### src/rtl/cwcd_pkg.sv
package cwcd_pkg;

    typedef enum logic [1:0] {
        ST_SPACER_WAIT,
        ST_IDLE,
        ST_COLLECT,
        ST_ACK
    } cwcd_state_e;

    // idx-th positive integer (0-based) that is not a power of two: 3,5,6,7,9,...
    function automatic int nonpow_weight(input int idx);
        int seen;
        int res;
        seen = 0;
        res  = 0;
        for (int v = 3; v <= 2 * idx + 8; v++) begin
            if (((v & (v - 1)) != 0) && (res == 0)) begin
                if (seen == idx) res = v;
                seen++;
            end
        end
        return res;
    endfunction

    function automatic int weight_sum(input int dw);
        int s;
        s = 0;
        for (int j = 0; j < dw; j++) s += nonpow_weight(j);
        return s;
    endfunction

    function automatic int chk_width(input int dw);
        return $clog2(weight_sum(dw) + 1);
    endfunction

endpackage

### src/rtl/cwcd_sync.sv
module cwcd_sync #(
    parameter int W      = 10,
    parameter int STAGES = 2
) (
    input  logic         clk,
    input  logic         rst,
    input  logic [W-1:0] d,
    output logic [W-1:0] q
);
    logic [W-1:0] pipe [STAGES];

    always_ff @(posedge clk) begin
        if (rst) begin
            for (int i = 0; i < STAGES; i++) pipe[i] <= '0;
        end else begin
            pipe[0] <= d;
            for (int i = 1; i < STAGES; i++) pipe[i] <= pipe[i-1];
        end
    end

    assign q = pipe[STAGES-1];
endmodule

### src/rtl/cwcd_settle.sv
module cwcd_settle #(
    parameter int W      = 10,
    parameter int SETTLE = 2
) (
    input  logic         clk,
    input  logic         rst,
    input  logic [W-1:0] word,
    output logic         settled
);
    localparam int CNT_W = $clog2(SETTLE + 1);

    logic [W-1:0]     last;
    logic [CNT_W-1:0] cnt;
    logic             change;

    assign change = (word != last);

    always_ff @(posedge clk) begin
        if (rst) begin
            last <= '0;
            cnt  <= '0;
        end else begin
            last <= word;
            if (change)
                cnt <= '0;
            else if (cnt < CNT_W'(SETTLE))
                cnt <= cnt + 1'b1;
        end
    end

    assign settled = !change && (cnt >= CNT_W'(SETTLE));

    AST_SETTLE_CAP: assert property (@(posedge clk) disable iff (rst)
        cnt <= CNT_W'(SETTLE));
endmodule

### src/rtl/cwcd_code_check.sv
module cwcd_code_check #(
    parameter int DATA_W = 4,
    parameter int CHK_W  = 5,
    parameter int CW_W   = 10
) (
    input  logic [CW_W-1:0] word,
    output logic            is_valid
);
    logic [CHK_W-1:0] zsum;

    always_comb begin
        zsum = '0;
        for (int j = 0; j < DATA_W; j++) begin
            if (!word[CHK_W + 1 + j])
                zsum = zsum + CHK_W'(cwcd_pkg::nonpow_weight(j));
        end
    end

    assign is_valid = (zsum == word[CHK_W:1]) && !(^word);
endmodule

### src/rtl/cwcd_timer.sv
module cwcd_timer #(
    parameter int TMR_W = 16
) (
    input  logic             clk,
    input  logic             rst,
    input  logic             run,
    input  logic [TMR_W-1:0] limit,
    output logic             expired
);
    logic [TMR_W-1:0] tcnt;

    always_ff @(posedge clk) begin
        if (rst || !run)
            tcnt <= '0;
        else if (tcnt != '1)
            tcnt <= tcnt + 1'b1;
    end

    assign expired = run && (tcnt >= limit);
endmodule

### src/rtl/cw_completion_detector.sv
module cw_completion_detector #(
    parameter int DATA_W      = 4,
    parameter int SYNC_STAGES = 2,
    parameter int SETTLE      = 2,
    parameter int TMR_W       = 16,
    localparam int CHK_W      = cwcd_pkg::chk_width(DATA_W),
    localparam int CW_W       = DATA_W + CHK_W + 1
) (
    input  logic             clk,
    input  logic             rst,
    input  logic             bypass_en,
    input  logic [TMR_W-1:0] tmo_limit,
    input  logic [CW_W-1:0]  chan_in,
    output logic             ack_out,
    output logic [CW_W-1:0]  word_out,
    output logic             word_good,
    output logic             timeout_err
);
    import cwcd_pkg::*;

    cwcd_state_e     state, state_n;
    logic [CW_W-1:0] word_s;
    logic            settled, code_ok, expired, nonzero;
    logic            spacer_ok, accept, capture, set_err, tmr_run;

    cwcd_sync #(.W(CW_W), .STAGES(SYNC_STAGES)) u_sync (
        .clk(clk), .rst(rst), .d(chan_in), .q(word_s)
    );

    cwcd_settle #(.W(CW_W), .SETTLE(SETTLE)) u_settle (
        .clk(clk), .rst(rst), .word(word_s), .settled(settled)
    );

    cwcd_code_check #(.DATA_W(DATA_W), .CHK_W(CHK_W), .CW_W(CW_W)) u_check (
        .word(word_s), .is_valid(code_ok)
    );

    assign tmr_run = (state == ST_COLLECT) && !bypass_en;

    cwcd_timer #(.TMR_W(TMR_W)) u_timer (
        .clk(clk), .rst(rst), .run(tmr_run), .limit(tmo_limit), .expired(expired)
    );

    assign nonzero   = |word_s;
    assign spacer_ok = settled && !nonzero;
    assign accept    = settled && nonzero && (bypass_en || code_ok);

    // next-state and transition strobes
    always_comb begin
        state_n = state;
        capture = 1'b0;
        set_err = 1'b0;
        unique case (state)
            ST_SPACER_WAIT: begin
                if (spacer_ok) state_n = ST_IDLE;
            end
            ST_IDLE: begin
                if (nonzero) state_n = ST_COLLECT;
            end
            ST_COLLECT: begin
                if (spacer_ok) begin
                    state_n = ST_IDLE;                 // ABANDON
                end else if (accept) begin
                    state_n = ST_ACK;                  // ACCEPT
                    capture = 1'b1;
                end else if (!bypass_en && expired && nonzero) begin
                    state_n = ST_ACK;                  // EXPIRE
                    capture = 1'b1;
                    set_err = 1'b1;
                end
            end
            ST_ACK: begin
                if (spacer_ok) state_n = ST_IDLE;      // RELEASE
            end
            default: state_n = ST_SPACER_WAIT;
        endcase
    end

    // state register
    always_ff @(posedge clk) begin
        if (rst) state <= ST_SPACER_WAIT;
        else     state <= state_n;
    end

    // output registers
    always_ff @(posedge clk) begin
        if (rst) begin
            word_out    <= '0;
            word_good   <= 1'b0;
            timeout_err <= 1'b0;
        end else begin
            if (capture) begin
                word_out  <= word_s;
                word_good <= code_ok;
            end
            if (set_err) timeout_err <= 1'b1;
        end
    end

    assign ack_out = (state == ST_ACK);

    AST_ERR_STICKY: assert property (@(posedge clk) disable iff (rst)
        timeout_err |=> timeout_err);
    AST_NO_TMO_IN_BYPASS: assert property (@(posedge clk) disable iff (rst)
        $rose(timeout_err) |-> !$past(bypass_en));
    AST_WORD_HOLD: assert property (@(posedge clk) disable iff (rst)
        (ack_out && $past(ack_out)) |-> $stable(word_out));
    AST_RELEASE_ON_SPACER: assert property (@(posedge clk) disable iff (rst)
        $fell(ack_out) |-> ($past(word_s) == '0));
    AST_ACK_NONZERO: assert property (@(posedge clk) disable iff (rst)
        $rose(ack_out) |-> (word_out != '0));
endmodule

### config.mk
export PLATFORM = sky130hd
export DESIGN_NAME = cw_completion_detector
export DESIGN_NICKNAME = d
export VERILOG_FILES = /design/src/rtl/cwcd_pkg.sv /design/src/rtl/cwcd_sync.sv /design/src/rtl/cwcd_settle.sv /design/src/rtl/cwcd_code_check.sv /design/src/rtl/cwcd_timer.sv /design/src/rtl/cw_completion_detector.sv
export SDC_FILE = /design/constraint.sdc
export NUM_CORES = 1
export LEC_CHECK = 0
export BUFFER_PORTS_ARGS = -buffer_cell sky130_fd_sc_hd__buf_2
export CAP_MARGIN = 20
export CORE_AREA = 2 2 83 85
export CTS_CLUSTER_DIAMETER = 50
export DETAILED_ROUTE_END_ITERATION = 8
export DIE_AREA = 0 0 85 87
export PLACE_DENSITY = 0.75
export SLEW_MARGIN = 10
export SYNTH_ARGS = -nofsm -noshare
export SYNTH_HDL_FRONTEND = slang
export SYNTH_HIERARCHICAL = 1
export SYNTH_SLANG_ARGS = --single-unit
### constraint.sdc
create_clock -name clk -period 3.2 [get_ports clk]
set_clock_uncertainty 0.15 [all_clocks]
set_input_delay 0.96 -clock clk [delete_from_list [all_inputs] [get_ports clk]]
set_output_delay 0.96 -clock clk [all_outputs]
set_load 0.03 [all_outputs]
==> flow_summary.json, run 1 <==
{
  "status": "completed",
  "vias_per_cell": 5.46,
  "post-cts-setup-buffers": 0,
  "p_leak_nw": 1.59,
  "cpPeakStageDelay_ns": 0.51,
  "worstPathRequired_ns": 3.29,
  "boundaryPins": 42,
  "core-area_sq_um": 6570,
  "tritoncts": "built",
  "dp.final_hpwl_microns": 4820,
  "dr.pass1.iters": 4,
  "slowest_stage": "or4b_1",
  "place_congestion": 0.855,
  "post-route-min-period_ns": 2.95,
  "power.density_nw_per_um2": 454,
  "r2r_start": "u_sync/pipe[0][17]$_SDFF_PP0_",
  "antenna_found_initial": 0,
  "holdWs_ns": 0.289,
  "grt_overflow": 0,
  "cts_sinks": 62,
  "numCtsBuffers": 9,
  "synthCells": 377,
  "syn_nets": 431,
  "worst_r2r_path_depth": 12,
  "cp_max_fo": 5,
  "wirelength_microns": 6540,
  "crit_chain": "inv_1 -> ha_1 -> buf_4 -> or4b_1 -> o21ai_0 -> nand2_1 -> a31oi_1 -> nor4b_2 -> o21ai_1 -> a31oi_1 -> and2_1 -> o32ai_1",
  "maxSlewViolCount": 0,
  "routed-wl-met3_microns": 275,
  "ys_seq_elements": 62,
  "clk-insertion-delay-late_ns": 0.34,
  "seq_area_frac_synth": 0.353,
  "ys_warn_count": 6,
  "fin_crit_sh": 0.922,
  "dieArea_sq_um": 7400,
  "yosys.area.top_type": "dfxtp_1",
  "dr.max_layer_used": "met4",
  "vdd_drop_max_mv": 0.337,
  "n_fill_cell": 578,
  "synth_edf_count": 0,
  "regToRegSetupSlack_ns": 0.25,
  "remaining_drc_errors": 0,
  "hold_path.class": "reg2reg",
  "min-delay-start": "u_sync/pipe[0][8]$_SDFF_PP0_",
  "tns_ns": 0,
  "ant_nets": 0,
  "area_growth_pct": 12.3,
  "cts_resized": 0,
  "diodes": 0,
  "cts_buffer_depth": 2,
  "fin_nets": 470,
  "cts_hold_buf": 0,
  "cp-start-kind": "register",
  "yosys-top-cells-area": "dfxtp_1, ha_1, xnor2_1",
  "worstMarginPinSlew_ns": 0.632,
  "r2r-end": "state[0]$_SDFFE_PP0P_",
  "fin_total_pwr_mw": 1.79,
  "ys.flop_type": "dfxtp_1",
  "yosysMostFrequentCell": "dfxtp_1",
  "setup-violations-final": 0,
  "drv_cap": 0,
  "port_buffers": 41,
  "end_kind": "register",
  "worstPathArrival_ns": 3.04,
  "dr_wl_met2_microns": 3340,
  "max_freq_mhz": 339,
  "synth_common_cells": "dfxtp_1, inv_1, ha_1",
  "cpMostUsedCell": "a31oi_1",
  "syn-mean-instance-area_sq_um": 9.33,
  "drtIter0Drc": 100,
  "start_util": 0.536,
  "die_w_microns": 85,
  "fp.dieH_microns": 87,
  "grt_max_degree": 45,
  "whs_path_depth": 1,
  "clkSlewWorstSetupHoldPaths_ns": 0.07,
  "criticalPathCategory": "reg2reg",
  "cts_root_buf": "clkbuf_8",
  "drt-wirelength-per-cell_microns": 13.1,
  "rsz0062_at_grt": "no",
  "m1WireLength_microns": 2810,
  "grt_pass1_wl_microns": 11200,
  "grt_pass1_vias": 2681,
  "drive_above_1_share": 0.247,
  "htree_levels": 3,
  "cp-startpoint": "u_sync/pipe[0][17]$_SDFF_PP0_",
  "synth_top_area_frac": 0.353,
  "rows": 30,
  "max_slew_margin": 0.575,
  "crit_end": "state[0]$_SDFFE_PP0P_",
  "via_count": 2733,
  "finalHoldViolCount": 0,
  "synth.distinct_cells": 62,
  "async_reset_ff_frac": 0,
  "grt_use_total": 0.190,
  "synth_area_sq_um": 3520
}
flip-flops by register name (all words and copies together), names as in the netlist:
| register | cells |
|---|---|
| u_settle/last | 10 |
| state | 2 |
| word_good | 1 |
| timeout_err | 1 |
| word_out | 10 |
| u_timer/tcnt | 16 |
| u_sync/pipe | 20 |
| u_settle/cnt | 2 |
worst min-delay path by stage:
stage                               endpoint  slack [ns]
4_1_cts        u_sync/pipe[0][18]$_SDFF_PP0_        0.29
2_1_floorplan  u_sync/pipe[0][10]$_SDFF_PP0_        0.26
3_5_place_dp   u_sync/pipe[0][13]$_SDFF_PP0_        0.27
6_report       u_sync/pipe[0][18]$_SDFF_PP0_        0.29
5_1_grt        u_sync/pipe[0][14]$_SDFF_PP0_        0.31
3_3_place_gp   u_sync/pipe[0][18]$_SDFF_PP0_        0.27
area by class of cell:
cell class,count,area [sq um],area share
Clock buffer,10,138,0.0348
Clock inverter,6,70.1,0.0177
Inverter,28,105,0.0266
Multi-Input combinational cell,265,2020,0.512
Sequential cell,62,1240,0.315
Tap cell,80,100,0.0253
Timing Repair Buffer,50,273,0.0691
layer usage:
| metal | track usage | up-vias |
|---|---|---|
| met3 | 0.0445 | 10 |
| met1 | 0.208 | 1274 |
| met4 | 0.0837 | 0 |
| met5 | 0 | - |
| met2 | 0.348 | 55 |
| li1 | - | 1394 |
cell families after synthesis:
family	Yosys count	share of synthesized area
AND/OR/NAND/NOR	141	0.272
buffers and inverters	50	0.0743
multiplexers	13	0.0370
adder cells (fa/ha/maj)	25	0.0889
flip-flops	62	0.353
AO/OA/AOI/OAI	64	0.121
XOR/XNOR	22	0.0548
through the flow:
| stage | setup WS [ns] | cell area (sq um) | instances | utilization |
|---|---|---|---|---|
| floorplan | 0.214 | 3520 | 377 | - |
| global placement | 0.0307 | 3730 | 485 | 0.569 |
| detailed placement | -0.0636 | 3730 | 485 | 0.569 |
| CTS | 0.00964 | 3940 | 501 | 0.600 |
| global route | 0.0776 | 3950 | 501 | 0.601 |
| finish | 0.248 | 3950 | 501 | 0.601 |
power breakdown:
part | switching [mW] | total [mW] | internal (mW)
logic | 0.136 | 0.265 | 0.129
registers | 0.0291 | 0.829 | 0.800
clock network | 0.317 | 0.701 | 0.384
total | 0.482 | 1.79 | 1.31
critical path, delay by kind of cell (launching register included):
kind	cells	cell delay, ns
compound gates	5	0.86
simple gates	4	0.85
flops	1	0.38
fa+ha+maj	1	0.35
buf+inv	2	0.26
cell usage in the layout (no fill, tap or decap), types with 2 or more instances in the layout:
cell type	synthesis	routed
buf_4	11	9
or2_2	2	2
mux2i_1	13	13
clkbuf_8	0	10
clkinvlp_4	0	3
ha_1	25	25
nand2b_1	23	23
o211ai_1	2	2
nand2_1	9	9
o311ai_0	2	2
and2_1	2	2
nand3_1	10	10
a21oi_1	19	19
dfxtp_1	62	61
o21a_1	2	2
nor2b_1	13	13
or2b_1	2	2
nor2_1	10	10
o21ai_0	13	12
a31oi_1	5	5
a211oi_1	2	2
nor3b_1	3	3
nor3_1	8	8
inv_1	27	27
or3_1	10	10
nor4_2	3	3
xor2_1	4	4
or4_1	3	3
nor2b_4	5	5
o21ai_1	1	2
a21o_1	3	3
nor4_1	3	3
xnor2_1	18	18
nor4b_2	1	2
nor2b_2	16	16
nand4_1	9	9
buf_2	2	41
(Power assumes the default switching activity.)
==> run 2, diff against run 1 <==
--- a/config.mk
+++ b/config.mk
@@ -9,7 +9,7 @@
 export CAP_MARGIN = 20
-export CORE_AREA = 2 2 83 85
+export CORE_AREA = 2 2 81 83
 export CTS_CLUSTER_DIAMETER = 50
 export DETAILED_ROUTE_END_ITERATION = 8
-export DIE_AREA = 0 0 85 87
-export PLACE_DENSITY = 0.75
+export DIE_AREA = 0 0 83 85
+export PLACE_DENSITY = 0.78
 export SLEW_MARGIN = 10
==> constraint.sdc (replaced) <==
create_clock -name clk -period 3.2 [get_ports clk]
set_clock_uncertainty 0.15 [all_clocks]
set_input_delay 0.64 -clock clk [delete_from_list [all_inputs] [get_ports clk]]
set_output_delay 0.64 -clock clk [all_outputs]
set_load 0.03 [all_outputs]
==> flow_summary.json, run 2 (synthesized netlist as in run 1, its figures left out) <==
{
  "worstMarginPinSlew_ns": 0.711,
  "fp.dieH_microns": 85,
  "drtIter0Drc": 126,
  "cts_buffer_depth": 2,
  "power.density_nw_per_um2": 446,
  "fin_crit_sh": 0.932,
  "comb_power_share": 0.157,
  "start_util": 0.567,
  "rsz0062_at_grt": "no",
  "switching_power_uw": 462,
  "ant_nets": 0,
  "n_fill_cell": 529,
  "final_area_sq_um": 3980,
  "status": "completed",
  "drive_above_1_share": 0.251,
  "cts_sinks": 62,
  "numCtsBuffers": 9,
  "dr.pass1.iters": 4,
  "tritoncts": "built",
  "dieArea_sq_um": 7060,
  "vias_per_cell": 5.46,
  "die_w_microns": 83,
  "top_regs": "u_sync/pipe: 20 flops, u_timer/tcnt: 16 flops",
  "finalHoldViolCount": 0,
  "fin_cells": 503,
  "setup_ws_ns": 0.219,
  "via_count": 2746,
  "cellInternalPower_mw": 1.31,
  "vdd_drop_max_mv": 0.379,
  "layout_commonest_cell": "dfxtp_1",
  "seqPwrFrac": 0.467,
  "dp.final_hpwl_microns": 4770,
  "cp-startpoint": "u_sync/pipe[0][17]$_SDFF_PP0_",
  "cp_max_fo": 7,
  "worstPathArrival_ns": 3.10,
  "clkSlewWorstSetupHoldPaths_ns": 0.07,
  "pwr-share-clk": 0.375,
  "grt_overflow": 0,
  "dpl_cell_area_sq_um": 3720,
  "max_freq_mhz": 335,
  "antenna_found_initial": 0,
  "drv_cap": 0,
  "htree_levels": 3,
  "remaining_drc_errors": 0,
  "top_register": "u_sync/pipe",
  "place_congestion": 0.796,
  "grt_use_total": 0.201,
  "wirelength_microns": 6830,
  "clk-insertion-delay-late_ns": 0.35,
  "final_cell_mix": "dfxtp_1, buf_2, inv_1",
  "cts_hold_buf": 0,
  "worstPathRequired_ns": 3.32,
  "grt_pass1_wl_microns": 11400,
  "rows": 29,
  "grt_max_degree": 49,
  "p_leak_nw": 1.63,
  "maxSlewViolCount": 0,
  "largest_reg_flops": 20,
  "setup-violations-final": 0,
  "tns_ns": 0,
  "fin_nets": 476,
  "swShare": 0.260,
  "min-delay-start": "u_sync/pipe[0][1]$_SDFF_PP0_",
  "area_growth_pct": 13.1,
  "end_kind": "register",
  "cts_root_buf": "clkbuf_8",
  "grt_pass1_vias": 2615,
  "port_buffers": 41,
  "pre_cts_ws_ns": 0.0731,
  "drt-wirelength-per-cell_microns": 13.6,
  "criticalPathCategory": "reg2reg",
  "hold_path.class": "reg2reg",
  "boundaryPins": 42,
  "dp_cells": 480,
  "holdWs_ns": 0.279,
  "post-route-min-period_ns": 2.98,
  "core-area_sq_um": 6200,
  "final_util": 0.641,
  "fin_total_pwr_mw": 1.78,
  "max_slew_margin": 0.522,
  "r2r_start": "u_sync/pipe[0][17]$_SDFF_PP0_",
  "cp-start-kind": "register",
  "diodes": 0
}
[run 2: worst max-delay path, cell delays in order (launching register included)]
cell and delay [ns]:
dfxtp_2 0.40, inv_1 0.08, ha_1 0.38, nor4b_1 0.08
buf_4 0.15, or4_1 0.39, a21o_1 0.18, o211ai_2 0.05
nor4b_2 0.24, o21ai_1 0.13, nand2_1 0.11, and3_4 0.25
buf_4 0.14, mux2i_1 0.17
[run 2: cell type report]
cell class,count,area [sq um],share of cell area
Tap cell,77,96.3,0.0242
Clock buffer,11,141,0.0355
Timing Repair Buffer,56,330,0.0830
Clock inverter,4,47.5,0.0119
Inverter,28,105,0.0264
Multi-Input combinational cell,265,2020,0.507
Sequential cell,62,1240,0.312
[run 2: path summary, 6_finish.rpt]
check	endpoint	cells after the start	slack, ns
worst max-delay path	word_out[4]$_SDFFE_PP0P_	13	0.22
worst min-delay path	u_sync/pipe[0][11]$_SDFF_PP0_	1	0.28
worst max register to register	word_out[4]$_SDFFE_PP0P_	13	0.22
worst min register to register	u_sync/pipe[0][11]$_SDFF_PP0_	1	0.28
[run 2: what timing repair did]
item,in CTS,in global routing
setup endpoints to repair,0,13
resized for setup,0,3
setup buffers,0,8
[run 2: per-layer routing]
| metal | vias to the layer above | routed length, microns | global-route usage |
|---|---|---|---|
| met5 | - | 0 | 0 |
| met4 | 0 | 139 | 0.0984 |
| met1 | 1255 | 2880 | 0.227 |
| met2 | 75 | 3510 | 0.357 |
| met3 | 14 | 305 | 0.0477 |
| li1 | 1402 | - | - |
[run 2: power by group through the flow]
stage	clock network, mW	logic [mW]	registers (mW)
final	0.666	0.279	0.829
after global routing	0.713	0.313	0.834
after CTS	0.682	0.265	0.830
after detailed placement	0	0.264	0.846
after global placement	0	0.254	0.845
after floorplan	0	0.222	0.830
==> run 3, diff against run 2 <==
Settings changed: CTS_BUF_LIST set to sky130_fd_sc_hd__clkbuf_16.
==> flow_summary.json, run 3 (synthesized netlist as in run 1, its figures left out) <==
{
  "largest_reg_flops": 20,
  "dr.pass1.iters": 4,
  "drv_cap": 0,
  "fp.dieH_microns": 85,
  "grt_use_total": 0.201,
  "vias_per_cell": 5.52,
  "dieArea_sq_um": 7060,
  "clk-insertion-delay-late_ns": 0.32,
  "final_area_sq_um": 4020,
  "numCtsBuffers": 9,
  "fin_crit_sh": 0.943,
  "core-area_sq_um": 6200,
  "port_buffers": 41,
  "status": "completed",
  "setup-violations-final": 0,
  "die_w_microns": 83,
  "diodes": 0,
  "grt_max_degree": 49,
  "grt_pass1_vias": 2606,
  "maxSlewViolCount": 0,
  "tns_ns": 0,
  "grt_overflow": 0,
  "layout_commonest_cell": "dfxtp_1",
  "finalHoldViolCount": 0,
  "area_growth_pct": 14.4,
  "worstMarginPinSlew_ns": 0.692,
  "antenna_found_initial": 0,
  "htree_levels": 3,
  "grt_pass1_wl_microns": 11400,
  "post-route-min-period_ns": 3.02,
  "cts_root_buf": "clkbuf_16",
  "r2r_start": "u_sync/pipe[0][17]$_SDFF_PP0_",
  "crit_chain": "inv_1 -> ha_1 -> nor4b_1 -> buf_4 -> or4_1 -> a21o_1 -> o211ai_2 -> nor4b_2 -> o21ai_1 -> nand2_1 -> and3_4 -> mux2i_2",
  "min-delay-start": "u_sync/pipe[0][1]$_SDFF_PP0_",
  "top_regs": "u_sync/pipe: 20 flops, u_timer/tcnt: 16 flops",
  "worst_r2r_path_depth": 12,
  "hold_path.class": "reg2reg",
  "top_register": "u_sync/pipe",
  "boundaryPins": 42,
  "place_congestion": 0.796,
  "cp-startpoint": "u_sync/pipe[0][17]$_SDFF_PP0_",
  "cts_hold_buf": 0,
  "p_leak_nw": 1.64,
  "cp-start-kind": "register",
  "slowest_stage": "dfxtp_2",
  "criticalPathCategory": "reg2reg",
  "cts_sinks": 62,
  "rows": 29,
  "drive_above_1_share": 0.242,
  "remaining_drc_errors": 0,
  "start_util": 0.567,
  "ant_nets": 0,
  "max_freq_mhz": 331,
  "worstPathArrival_ns": 3.11,
  "worstPathRequired_ns": 3.29,
  "cpPeakStageDelay_ns": 0.40,
  "dp.final_hpwl_microns": 4770,
  "fin_total_pwr_mw": 2.02,
  "cp_max_fo": 7,
  "fin_nets": 471,
  "final_cell_mix": "dfxtp_1, buf_2, inv_1",
  "clkSlewWorstSetupHoldPaths_ns": 0.05,
  "whs_path_depth": 1,
  "end_kind": "register",
  "wirelength_microns": 6700,
  "drt-wirelength-per-cell_microns": 13.5,
  "n_fill_cell": 527,
  "drtIter0Drc": 166,
  "tritoncts": "built",
  "dpl_cell_area_sq_um": 3720,
  "cts_buffer_depth": 2,
  "via_count": 2749,
  "vdd_drop_max_mv": 0.499,
  "max_slew_margin": 0.534,
  "power.density_nw_per_um2": 501
}
run 3: cell type report:
| class | instances | area (sq um) | share of cell area |
|---|---|---|---|
| Tap cell | 77 | 96.3 | 0.0239 |
| Sequential cell | 62 | 1240 | 0.309 |
| Multi-Input combinational cell | 266 | 2030 | 0.504 |
| Timing Repair Buffer | 50 | 273 | 0.0678 |
| Clock inverter | 6 | 55.1 | 0.0137 |
| Clock buffer | 9 | 225 | 0.0560 |
| Inverter | 28 | 105 | 0.0261 |
run 3: what timing repair did:
action	in CTS	in global routing
gates resized for setup	0	4
setup buffers	0	2
setup endpoints to repair	0	13
run 3: per-layer routing:
layer / global-route usage / vias to the layer above / wire, microns
met2: 0.344 / 57 / 3380
met1: 0.231 / 1281 / 2930
li1: - / 1398 / -
met5: 0 / - / 0
met4: 0.106 / 0 / 144
met3: 0.0545 / 13 / 250
run 3: power breakdown:
| group | leakage [nW] | switching, mW | internal (mW) |
|---|---|---|---|
| registers | 0.505 | 0.0287 | 0.802 |
| logic | 0.997 | 0.143 | 0.140 |
| clock network | 0.140 | 0.316 | 0.588 |
run 3: final timing paths:
path / end / slack [ns]
max: word_out[8]$_SDFFE_PP0P_ / 0.18
min: u_sync/pipe[0][11]$_SDFF_PP0_ / 0.28
max reg2reg: word_out[8]$_SDFFE_PP0P_ / 0.18
min reg2reg: u_sync/pipe[0][11]$_SDFF_PP0_ / 0.28
run 3: critical path, delay by kind of cell (launching register included):
family                     cells  cell delay [ns]
and+or+nand+nor                5             1.15
buffers and inverters          2             0.23
adders and majority gates      1             0.38
DFF                            1             0.40
muxes                          1             0.24
AOI/OAI and AO/OA              3             0.37
run 3: stage by stage:
stage	utilization	hold slack (ns)	std cells	setup WS (ns)
2_1_floorplan	-	0.265	377	0.363
3_3_place_gp	0.599	0.267	480	0.163
3_5_place_dp	0.599	0.272	480	0.0731
4_1_cts	0.644	0.288	495	0.0915
5_1_grt	0.649	0.308	498	-0.000363
6_report	0.649	0.283	498	0.183
